### config.mk
export PLATFORM = sky130hd
export DESIGN_NAME = xbus_cycle_seq
export DESIGN_NICKNAME = d
export VERILOG_FILES = /design/src/rtl/xbus_pkg.sv /design/src/rtl/xbus_gap_check.sv /design/src/rtl/xbus_pin_decode.sv /design/src/rtl/xbus_cycle_seq.sv
export SDC_FILE = /design/constraint.sdc
export NUM_CORES = 1
export LEC_CHECK = 0
export BUFFER_PORTS_ARGS = -buffer_cell sky130_fd_sc_hd__buf_2
export CAP_MARGIN = 30
export CORE_ASPECT_RATIO = 1.75
export CORE_UTILIZATION = 35
export DETAILED_ROUTE_END_ITERATION = 7
export PLACE_DENSITY = 0.57
export SETUP_SLACK_MARGIN = 0.02
export SYNTH_ARGS = -nofsm -noshare
export SYNTH_HDL_FRONTEND = slang
export SYNTH_SLANG_ARGS = --single-unit
### constraint.sdc
create_clock -name clk -period 4.4 [get_ports clk]
set_input_delay 0.22 -clock clk [delete_from_list [all_inputs] [get_ports clk]]
set_output_delay 0.22 -clock clk [all_outputs]
set_load 0.02 [all_outputs]
### src/rtl/xbus_pkg.sv
`timescale 1ns/1ps
package xbus_pkg;
    typedef enum logic [3:0] {
        PH_IDLE, PH_ADDR, PH_WAIT, PH_DATA, PH_FAST,
        PH_TRAIL, PH_BWAIT, PH_BDATA, PH_HOLD
    } phase_e;

    typedef enum logic [1:0] {
        KD_READ, KD_FAST, KD_LATE_WR, KD_EARLY_WR
    } kind_e;
endpackage

### src/rtl/xbus_gap_check.sv
`timescale 1ns/1ps
module xbus_gap_check
    import xbus_pkg::*;
#(
    parameter int CW = 3,
    parameter int ZW = 1
) (
    input  logic          have_last,
    input  kind_e         last_kind,
    input  logic [ZW-1:0] last_zone,
    input  logic [CW-1:0] last_post,
    input  logic [CW-1:0] last_hold,
    input  kind_e         new_kind,
    input  logic [ZW-1:0] new_zone,
    input  logic [CW-1:0] new_pre,
    input  logic [CW:0]   idle_seen,
    output logic          gap_ok
);
    localparam int TW = CW + 2;

    logic          pair_hit;
    logic          zone_hit;
    logic [CW-1:0] zone_need;
    logic [TW-1:0] need;
    logic [TW-1:0] spent;

    always_comb begin
        pair_hit = have_last &&
                   ((last_kind == KD_EARLY_WR &&
                     (new_kind == KD_READ || new_kind == KD_FAST)) ||
                    (last_kind == KD_LATE_WR && new_kind == KD_FAST));
        zone_hit  = have_last && (last_zone != new_zone);
        zone_need = (new_pre > last_post) ? new_pre : last_post;
        need = '0;
        if (pair_hit) need = TW'(2);
        if (zone_hit && TW'(zone_need) > need) need = TW'(zone_need);
        // hold cycles already spent count toward the gap (merge, not add)
        spent  = TW'(idle_seen) + TW'(1) + TW'(last_hold);
        gap_ok = (spent >= need);
    end
endmodule

### src/rtl/xbus_pin_decode.sv
`timescale 1ns/1ps
module xbus_pin_decode
    import xbus_pkg::*;
#(
    parameter int NZ  = 2,
    parameter int ZW  = 1,
    parameter int BEW = 2
) (
    input  phase_e         ph,
    input  kind_e          kind,
    input  logic [ZW-1:0]  zone,
    input  logic [BEW-1:0] be,
    output logic [NZ-1:0]  sel,
    output logic           rd,
    output logic [BEW-1:0] we,
    output logic           doe
);
    logic is_wr;
    logic sel_act;
    logic we_act;

    always_comb begin
        is_wr   = (kind == KD_LATE_WR) || (kind == KD_EARLY_WR);
        sel_act = (ph == PH_ADDR) || (ph == PH_WAIT) || (ph == PH_DATA) ||
                  (ph == PH_FAST) || (ph == PH_BWAIT) || (ph == PH_BDATA);
        rd      = !is_wr && sel_act && (ph != PH_ADDR);
        we_act  = is_wr && ((ph == PH_WAIT) || (ph == PH_DATA) ||
                            (kind == KD_EARLY_WR && ph == PH_TRAIL));
        we      = we_act ? be : '0;
        doe     = is_wr && ((ph == PH_WAIT) || (ph == PH_DATA) ||
                            (ph == PH_TRAIL) || (ph == PH_HOLD));
    end

    for (genvar z = 0; z < NZ; z++) begin : g_sel
        assign sel[z] = sel_act && (zone == ZW'(z));
    end
endmodule

### src/rtl/xbus_cycle_seq.sv
`timescale 1ns/1ps
module xbus_cycle_seq
    import xbus_pkg::*;
#(
    parameter int AW = 16,
    parameter int DW = 16,
    parameter int NZ = 2,
    parameter int CW = 3,
    parameter int LW = 2,
    localparam int BEW = DW / 8,
    localparam int ZW  = (NZ > 1) ? $clog2(NZ) : 1
) (
    input  logic             clk,
    input  logic             rst_n,
    input  logic             req_valid,
    output logic             req_ready,
    input  logic             req_wr,
    input  logic [AW-1:0]    req_addr,
    input  logic [DW-1:0]    req_wdata,
    input  logic [BEW-1:0]   req_be,
    input  logic [ZW-1:0]    req_zone,
    input  logic [LW-1:0]    req_len,
    input  logic [NZ*CW-1:0] cfg_wait,
    input  logic [NZ*CW-1:0] cfg_hold,
    input  logic [NZ*CW-1:0] cfg_pre,
    input  logic [NZ*CW-1:0] cfg_post,
    input  logic [NZ-1:0]    cfg_bwait,
    input  logic [NZ-1:0]    cfg_early,
    input  logic [NZ-1:0]    cfg_fast,
    output logic [AW-1:0]    bus_addr,
    output logic [DW-1:0]    bus_wdata,
    output logic             bus_doe,
    input  logic [DW-1:0]    bus_rdata,
    output logic [NZ-1:0]    bus_sel,
    output logic             bus_rd,
    output logic [BEW-1:0]   bus_we,
    output logic             rd_valid,
    output logic [DW-1:0]    rd_data
);
    typedef struct packed {
        phase_e         ph;
        kind_e          kind;
        logic [AW-1:0]  addr;
        logic [DW-1:0]  wdata;
        logic [BEW-1:0] be;
        logic [ZW-1:0]  zone;
        logic [LW-1:0]  left;
        logic [CW-1:0]  cnt;
        logic [CW-1:0]  hold;
        logic           bw;
        logic [CW-1:0]  post;
        logic           have_last;
        logic [CW:0]    idle;
        logic           rv;
        logic [DW-1:0]  rdata;
    } st_t;

    localparam st_t ST_RST = '0;

    st_t   st_q, st_d;
    kind_e new_kind;
    logic  gap_ok;
    logic  is_rd_q;
    logic  accept;

    always_comb begin
        if (req_wr) new_kind = cfg_early[req_zone] ? KD_EARLY_WR : KD_LATE_WR;
        else        new_kind = cfg_fast[req_zone]  ? KD_FAST     : KD_READ;
    end

    xbus_gap_check #(.CW(CW), .ZW(ZW)) u_gap (
        .have_last (st_q.have_last),
        .last_kind (st_q.kind),
        .last_zone (st_q.zone),
        .last_post (st_q.post),
        .last_hold (st_q.hold),
        .new_kind  (new_kind),
        .new_zone  (req_zone),
        .new_pre   (cfg_pre[req_zone*CW +: CW]),
        .idle_seen (st_q.idle),
        .gap_ok    (gap_ok)
    );

    assign req_ready = (st_q.ph == PH_IDLE) && gap_ok;
    assign accept    = req_valid && req_ready;
    assign is_rd_q   = (st_q.kind == KD_READ) || (st_q.kind == KD_FAST);

    always_comb begin
        logic finish;
        st_d   = st_q;
        st_d.rv = 1'b0;
        finish = 1'b0;

        if (is_rd_q && (st_q.ph == PH_DATA || st_q.ph == PH_FAST ||
                        st_q.ph == PH_BDATA)) begin
            st_d.rv    = 1'b1;
            st_d.rdata = bus_rdata;
        end

        case (st_q.ph)
            PH_IDLE: begin
                if (st_q.idle != '1) st_d.idle = st_q.idle + 1'b1;
                if (accept) begin
                    st_d.kind      = new_kind;
                    st_d.addr      = req_addr;
                    st_d.wdata     = req_wdata;
                    st_d.be        = req_be;
                    st_d.zone      = req_zone;
                    st_d.left      = req_wr ? '0 : req_len;
                    st_d.cnt       = cfg_wait[req_zone*CW +: CW];
                    st_d.hold      = cfg_hold[req_zone*CW +: CW];
                    st_d.post      = cfg_post[req_zone*CW +: CW];
                    st_d.bw        = cfg_bwait[req_zone];
                    st_d.have_last = 1'b1;
                    st_d.ph        = (new_kind == KD_FAST) ? PH_FAST : PH_ADDR;
                end
            end
            PH_ADDR: begin
                if (st_q.cnt != '0) begin
                    st_d.ph  = PH_WAIT;
                    st_d.cnt = st_q.cnt - 1'b1;
                end else begin
                    st_d.ph = PH_DATA;
                end
            end
            PH_WAIT: begin
                if (st_q.cnt == '0) st_d.ph = PH_DATA;
                else                st_d.cnt = st_q.cnt - 1'b1;
            end
            PH_DATA, PH_FAST, PH_BDATA: begin
                if (is_rd_q) begin
                    if (st_q.left != '0) begin
                        st_d.left = st_q.left - 1'b1;
                        st_d.addr = st_q.addr + 1'b1;
                        st_d.ph   = st_q.bw ? PH_BWAIT : PH_BDATA;
                    end else begin
                        finish = 1'b1;
                    end
                end else if (st_q.kind == KD_EARLY_WR) begin
                    st_d.ph = PH_TRAIL;
                end else begin
                    finish = 1'b1;
                end
            end
            PH_BWAIT: st_d.ph = PH_BDATA;
            PH_TRAIL: finish = 1'b1;
            PH_HOLD: begin
                if (st_q.cnt == '0) begin
                    st_d.ph   = PH_IDLE;
                    st_d.idle = '0;
                end else begin
                    st_d.cnt = st_q.cnt - 1'b1;
                end
            end
            default: st_d.ph = PH_IDLE;
        endcase

        if (finish) begin
            if (st_q.hold != '0) begin
                st_d.ph  = PH_HOLD;
                st_d.cnt = st_q.hold - 1'b1;
            end else begin
                st_d.ph   = PH_IDLE;
                st_d.idle = '0;
            end
        end
    end

    always_ff @(posedge clk or negedge rst_n) begin
        if (!rst_n) st_q <= ST_RST;
        else        st_q <= st_d;
    end

    xbus_pin_decode #(.NZ(NZ), .ZW(ZW), .BEW(BEW)) u_pins (
        .ph   (st_q.ph),
        .kind (st_q.kind),
        .zone (st_q.zone),
        .be   (st_q.be),
        .sel  (bus_sel),
        .rd   (bus_rd),
        .we   (bus_we),
        .doe  (bus_doe)
    );

    assign bus_addr  = st_q.addr;
    assign bus_wdata = st_q.wdata;
    assign rd_valid  = st_q.rv;
    assign rd_data   = st_q.rdata;

    AST_SEL_ONEHOT: assert property (@(posedge clk) disable iff (!rst_n)
        $onehot0(bus_sel));
    AST_DOE_AFTER_ADDR: assert property (@(posedge clk) disable iff (!rst_n)
        $rose(bus_doe) |-> $past(bus_sel != '0));
    AST_RVALID_AFTER_RD: assert property (@(posedge clk) disable iff (!rst_n)
        rd_valid |-> $past(bus_rd));
    AST_NO_RD_WITH_WE: assert property (@(posedge clk) disable iff (!rst_n)
        !(bus_rd && bus_we != '0));
    AST_WR_ADDR_HELD: assert property (@(posedge clk) disable iff (!rst_n)
        (bus_doe && $past(bus_doe)) |-> $stable(bus_addr));
    AST_IDLE_QUIET: assert property (@(posedge clk) disable iff (!rst_n)
        req_ready |-> (bus_sel == '0 && !bus_rd && bus_we == '0 && !bus_doe));
endmodule

== Word level (Yosys, flattened, before mapping) ==
Index checks and enable logic that the tools add are counted.

* Logic and storage cells: 147
* Register bits after elaboration: 75
* Output and inout bits: 56
* Bits of input ports: 87

* Reduce and logical (&&, ||, !) cells: 44
* Eq/ne operators: 24
* Bitwise gates (word level): 1
* Multiplexer cells: 47
* $add $sub $neg: 7
* $lt $le $gt $ge: 4
* Multiply operators: 1
* Shifts and indexed selects: 4

{| class="wikitable"
|+ Operators by type and width
! cell !! number
|-
| $mux 54 || 1
|-
| $mux 4 || 11
|-
| $mux 16 || 2
|-
| $pmux 16 s2 || 1
|-
| $pmux 4 s7 || 1
|-
| $shiftx 6x4->3 || 4
|-
| $mux 3 || 7
|-
| $mux 17 || 1
|-
| $add 16x1->16 const B || 1
|-
| $eq 4x3->1 const B || 4
|-
| $logic_and 1x1->1 || 15
|-
| $logic_or 1x1->1 || 15
|-
| $mux 1 || 13
|-
| $mux 2 || 6
|-
| $ne 4x4->1 const B || 3
|-
| $pmux 3 s3 || 1
|-
| $eq 4x2->1 const B || 2
|-
| $ne 2x2->1 const B || 4
|-
| $pmux 4 s2 || 1
|-
| $ne 3x3->1 const B || 2
|-
| $reduce_and 6->1 || 1
|-
| $reduce_bool 3->1 || 2
|-
| $sub 3x1->3 const B || 2
|-
| $add 4x1->5 const B || 1
|-
| 27 further kinds || 31
|}

== Logic depth before layout (Yosys ltp) ==
* Depth after elaboration: 20
* Depth in mapped cells: 20
* Depth with buffers taken out: 16

== Modules after synthesis ==
A second synthesis with hierarchy kept.

* Cell total of the unflattened synthesis: 509
* Area, all modules: 4,840.9 µm²

{| class="wikitable"
|+ By module, submodules not included
! module !! area each (µm²) !! instances !! seq. area each (µm²) !! cells an instance
|-
| xbus_cycle_seq || 4,317.9 || 1 || 1,876.8 || 441
|-
| xbus_gap_check || 402.9 || 1 || 0.0 || 51
|-
| xbus_pin_decode || 120.1 || 1 || 0.0 || 17
|}

== Least setup slack after synthesis ==
OpenSTA, ideal clock, no wires.

* Kind: input to register
* From: in req_zone
* To: reg st_q[29] (netlist name)
* Data required time: 4.260 ns
* Stages on the path: 19
* Setup time: 0.140 ns
* Arrival time: 4.168 ns
* Buffers on the path: 3
* Path slack: 0.092 ns
* Cells stage by stage: clkbuf_1 > mux2_2 > ha_1 > and3_1 > a21oi_1 > mux2i_1 > ha_1 > a21o_1 > a21oi_1 > mux2_2 > ha_1 > a211oi_1 > o21ai_0 > a21o_1 > and2_4 > buf_6 > buf_6 > a221oi_1 > a22oi_1

{| class="wikitable"
|+ RTL lines
! element !! line !! text
|-
| from (decl) || xbus_cycle_seq.sv:21 || <nowiki>input logic [ZW-1:0] req_zone,</nowiki>
|-
| to (signal assigned) || xbus_cycle_seq.sv:171 || <nowiki>else st_q <= st_d;</nowiki>
|-
| to (decl) || xbus_cycle_seq.sv:60 || <nowiki>st_t st_q, st_d;</nowiki>
|}

== Final worst setup path ==
* From: reg st_q[24] (netlist name)
* To: reg st_q (netlist bit bus_addr[10])

* Word-level cells in the longest chain between the ends: 10

{| class="wikitable"
|+ Ends and longest elaborated chain
! element !! line !! text
|-
| $gt 3x3->1 || xbus_gap_check.sv:33 || <nowiki>zone_need = (new_pre > last_post) ? new_pre : last_post;</nowiki>
|-
| $mux 3 (*) || xbus_gap_check.sv:33 ||
|-
| $gt 3x2->1 || xbus_gap_check.sv:36 || <nowiki>if (zone_hit && TW'(zone_need) > need) need = TW'(zone_need);</nowiki>
|-
| $logic_and 1x1->1 || xbus_gap_check.sv:36 ||
|-
| $mux 3 (*) || xbus_gap_check.sv:36 ||
|-
| $ge 5x3->1 (*) || xbus_gap_check.sv:39 || <nowiki>gap_ok = (spent >= need);</nowiki>
|-
| $logic_and 1x1->1 (*) || xbus_cycle_seq.sv:84 || <nowiki>assign req_ready = (st_q.ph == PH_IDLE) && gap_ok;</nowiki>
|-
| $logic_and 1x1->1 (*) || xbus_cycle_seq.sv:85 || <nowiki>assign accept = req_valid && req_ready;</nowiki>
|-
| $ne 2x2->1 (no line) (*) || - ||
|-
| $reduce_and 4->1 (no line) (*) || - ||
|}

Every way passes the cells marked *; elsewhere a longest branch is shown, timed or not.
A chain may end at the register's enable or synchronous reset.

==> metrics.txt <==
count of final hold-check violations 0; final number of setup-violating endpoints 0; Final Non-Filler Cells 786; number of clock sinks 75; fraction of power spent switching nets 45.4%; type of origin of the critical path register; min-delay src req_wdata[0]; worst slack on hold paths 0.0740 ns; number of buffers inserted to repair setup after CTS 0; worst endpoint data arrival time 4.27 ns; Gate power share 55.5%; wire length of the first global-routing pass 19.3 mm; wire per inst 15.1 um; total number of yosys warnings 0; WHS Path Cells 3; Worst Hold Class in -> reg; required time worst endpoint 4.61 ns; total net switching power 2180 uW; P&R area growth vs syn 18.3%; remaining routing DRC violations 0; GPL Wtd Cong 0.823; final critical delay including setup and external delays 4.06 ns; number of max-slew violations in the final report 0; number of vias per cell after detailed routing 5.07; number of input and output port buffers inserted 142; most frequent cell on the critical path ha_1; Final Routed Wirelength 11.9 mm; Yosys cell types 60; initial standard-cell utilization of the core 36.3%; nets@finish 716; flip-flop cell with the highest count after synthesis dfrtp_1; final worst-path cycle share 92.2%; Max-cap violations 0; number of buffer and inverter instances along the worst setup path 1; mean cell area of the mapped netlist 9.11 um^2; part of the Yosys area used for sequential elements 39.8%; depth of the worst register-to-register path 16; DRC marker count from the first detailed-route iteration 170; CTS Buf Count 9; H-tree depth 3; internal power summed over all cells 2620 uW; Placed Cells incl. Taps 770; Layout Skew 0.00529 ns; critical-path maximum fanout 26; overall routing resource usage 17.4%; net count of the mapped netlist 623; slack of the worst reg-to-reg path 0.34 ns; CTS tree done; # rows 55; remaining antenna violation count after routing 0; number of synthesized register bits 75; setup tns final 0 ns; via count 3987; num ports 143; leftover overflow at the end of global routing 0; final antenna diode count 0; number of global-route vias before repair 3993; setup ws final 0.344 ns; Die Y 156 um; result of the run finished, final reports clean; Max-Slew Margin vs Limit 39.1%; endpoint kind of the worst setup timing path register; unrepaired setup endpoints after global routing no; Die X 89.8 um; Mapped Area 4720 um^2; worst setup slack before clock tree synthesis -0.0971 ns; share of the core filled with cells 42.9%; Post-Synthesis Cells 518; Worst path top cell family by delay compound AO/OA/AOI/OAI gates; sequential share of power 28.1%; fill cell total of the finished layout 1315; Clock Tree Root clkbuf_16; maximum buffer depth of the clock tree 2; worst voltage drop across the vdd grid 431 uV; origin of the critical flop-to-flop path st_q[24]; Leakage Power 0.00277 uW; detailed-routing iteration count for the pre-antenna-repair pass 5; area of the die 14000 um^2; count of flip-flops with a built-in enable after synthesis 0; clock network fraction of total power 16.4%; HPWL after detailed placement 9.12 mm; type of the worst setup path reg -> reg; highest-delay cell along the critical path dfrtp_1; proportion of register bits with asynchronous set or reset after synthesis 100%; critical register-to-register path endpoint bus_addr[10]; fraction of final layout cells sized beyond drive strength 1 33.2%; largest incremental delay on the critical path 0.38 ns; Fmax 247 MHz; critical path cell sequence inv_1 -> ha_1 -> and3_1 -> a21oi_1 -> mux2i_1 -> ha_1 -> a21o_1 -> a21oi_1 -> mux2_2 -> ha_1 -> nand2_1 -> o21ai_0 -> a21o_1 -> and2_4 -> o22ai_1 -> a221o_1; cell area power density 860 nW/um^2; antenna violations before repair 0; slew at the pin closest to its max-slew limit 0.914 ns; total core area 13000 um^2; register clock-pin slew on the reported worst setup and hold paths 0.06 ns; later-pin clock latency in the skew report 0.33 ns; largest net degree at the start of global routing 67; Endpoint, Worst Hold bus_wdata[0]
[synthesized netlist by cell type, types with 6 or more instances]
cell	n	area, um^2
a21oi_1	26	130
a221o_1	6	60.1
and3_1	7	43.8
buf_4	48	360
buf_6	7	78.8
clkbuf_1	9	33.8
dfrtp_1	75	1880
ha_1	17	213
inv_1	22	82.6
mux2_2	22	248
mux2i_1	13	130
nand2_1	88	330
nand3_1	8	40.0
nor2_1	25	93.8
nor2b_1	9	56.3
nor3_1	14	70.1
o21ai_0	27	135
o22ai_1	7	43.8
[registers in the layout, summed over array words and instances (netlist names)]
name and flops:
st_q 26, bus_addr 16, bus_wdata 16, rd_data 16
rd_valid 1
[metal layers]
metal / global-route usage (%) / part of all wire [%]
met4: 8.12 / 3.2
met5: 0 / 0
met1: 19.5 / 40
met2: 31.6 / 54
met3: 3.27 / 3.5
[power groups by stage]
stage	sequential, uW	clock (uW)	combinational (uW)
floorplan	1240	0	2340
global placement	1350	0	2590
detailed placement	1360	0	2670
CTS	1350	812	2680
global route	1410	837	2990
finish	1350	787	2660
[how the worst max path moves through the flow]
stage / depth (start not counted) / startpoint / endpoint / slack [ns]
6_report: 16 / st_q[24] / bus_addr[10] / 0.34
5_1_grt: 16 / st_q[24] / bus_addr[10] / 0.03
4_1_cts: 16 / st_q[24] / st_q[30] / 0.19
3_5_place_dp: 17 / req_zone / st_q[30] / -0.1
3_3_place_gp: 17 / req_zone / st_q[30] / 0.13
2_1_floorplan: 19 / req_zone / st_q[29] / 0.09
[cells by family (layout without fill, tap and decap cells)]
group,Yosys count,in the layout,synth area share [%]
flip-flops,75,75,39.8
adder cells (fa/ha/maj),18,18,4.93
buffers and inverters,94,191,12.5
XOR/XNOR,5,5,0.928
AO/OA/AOI/OAI,103,103,14.3
AND/OR/NAND/NOR,186,186,19.0
multiplexers,37,37,8.49
[per-stage QoR]
step,area [um^2],total power (uW)
2_1_floorplan,4720,3580
5_1_grt,5580,5230
6_report,5580,4800
3_5_place_dp,5240,4020
3_3_place_gp,5210,3930
4_1_cts,5560,4840
[layout make-up]
cell class / count / area, um^2 / area share [%]
Timing Repair Buffer: 154 / 826 / 14.8
Tap cell: 171 / 214 / 3.83
Inverter: 22 / 82.6 / 1.48
Sequential cell: 75 / 1880 / 33.6
Clock inverter: 6 / 90.1 / 1.61
Multi-Input combinational cell: 349 / 2270 / 40.6
Clock buffer: 9 / 225 / 4.03
[placed cells by master (no fill, tap or decap), types with 14 or more instances in the layout]
master	n
buf_2	141
dfrtp_1	75
inv_1	22
nor2_1	25
mux2_2	22
nand2_1	88
nor3_1	14
a21oi_1	26
ha_1	17
o21ai_0	27
[worst reg2reg max path: cells and delay by family (launching register included)]
family | cells | cell delay (ns)
compound gates | 7 | 1.47
fa+ha+maj | 3 | 0.86
mux | 2 | 0.62
simple gates | 3 | 0.56
flops | 1 | 0.38
buf+inv | 1 | 0.06
[timing repair]
| item | CTS | global route |
|---|---|---|
| setup endpoints to repair | 0 | 3 |
| hold endpoints to repair | 9 | 0 |
| hold buffers | 1 | 0 |
| gates resized for setup | 0 | 2 |
No activity file was read; power rests on OpenSTA's default activity.
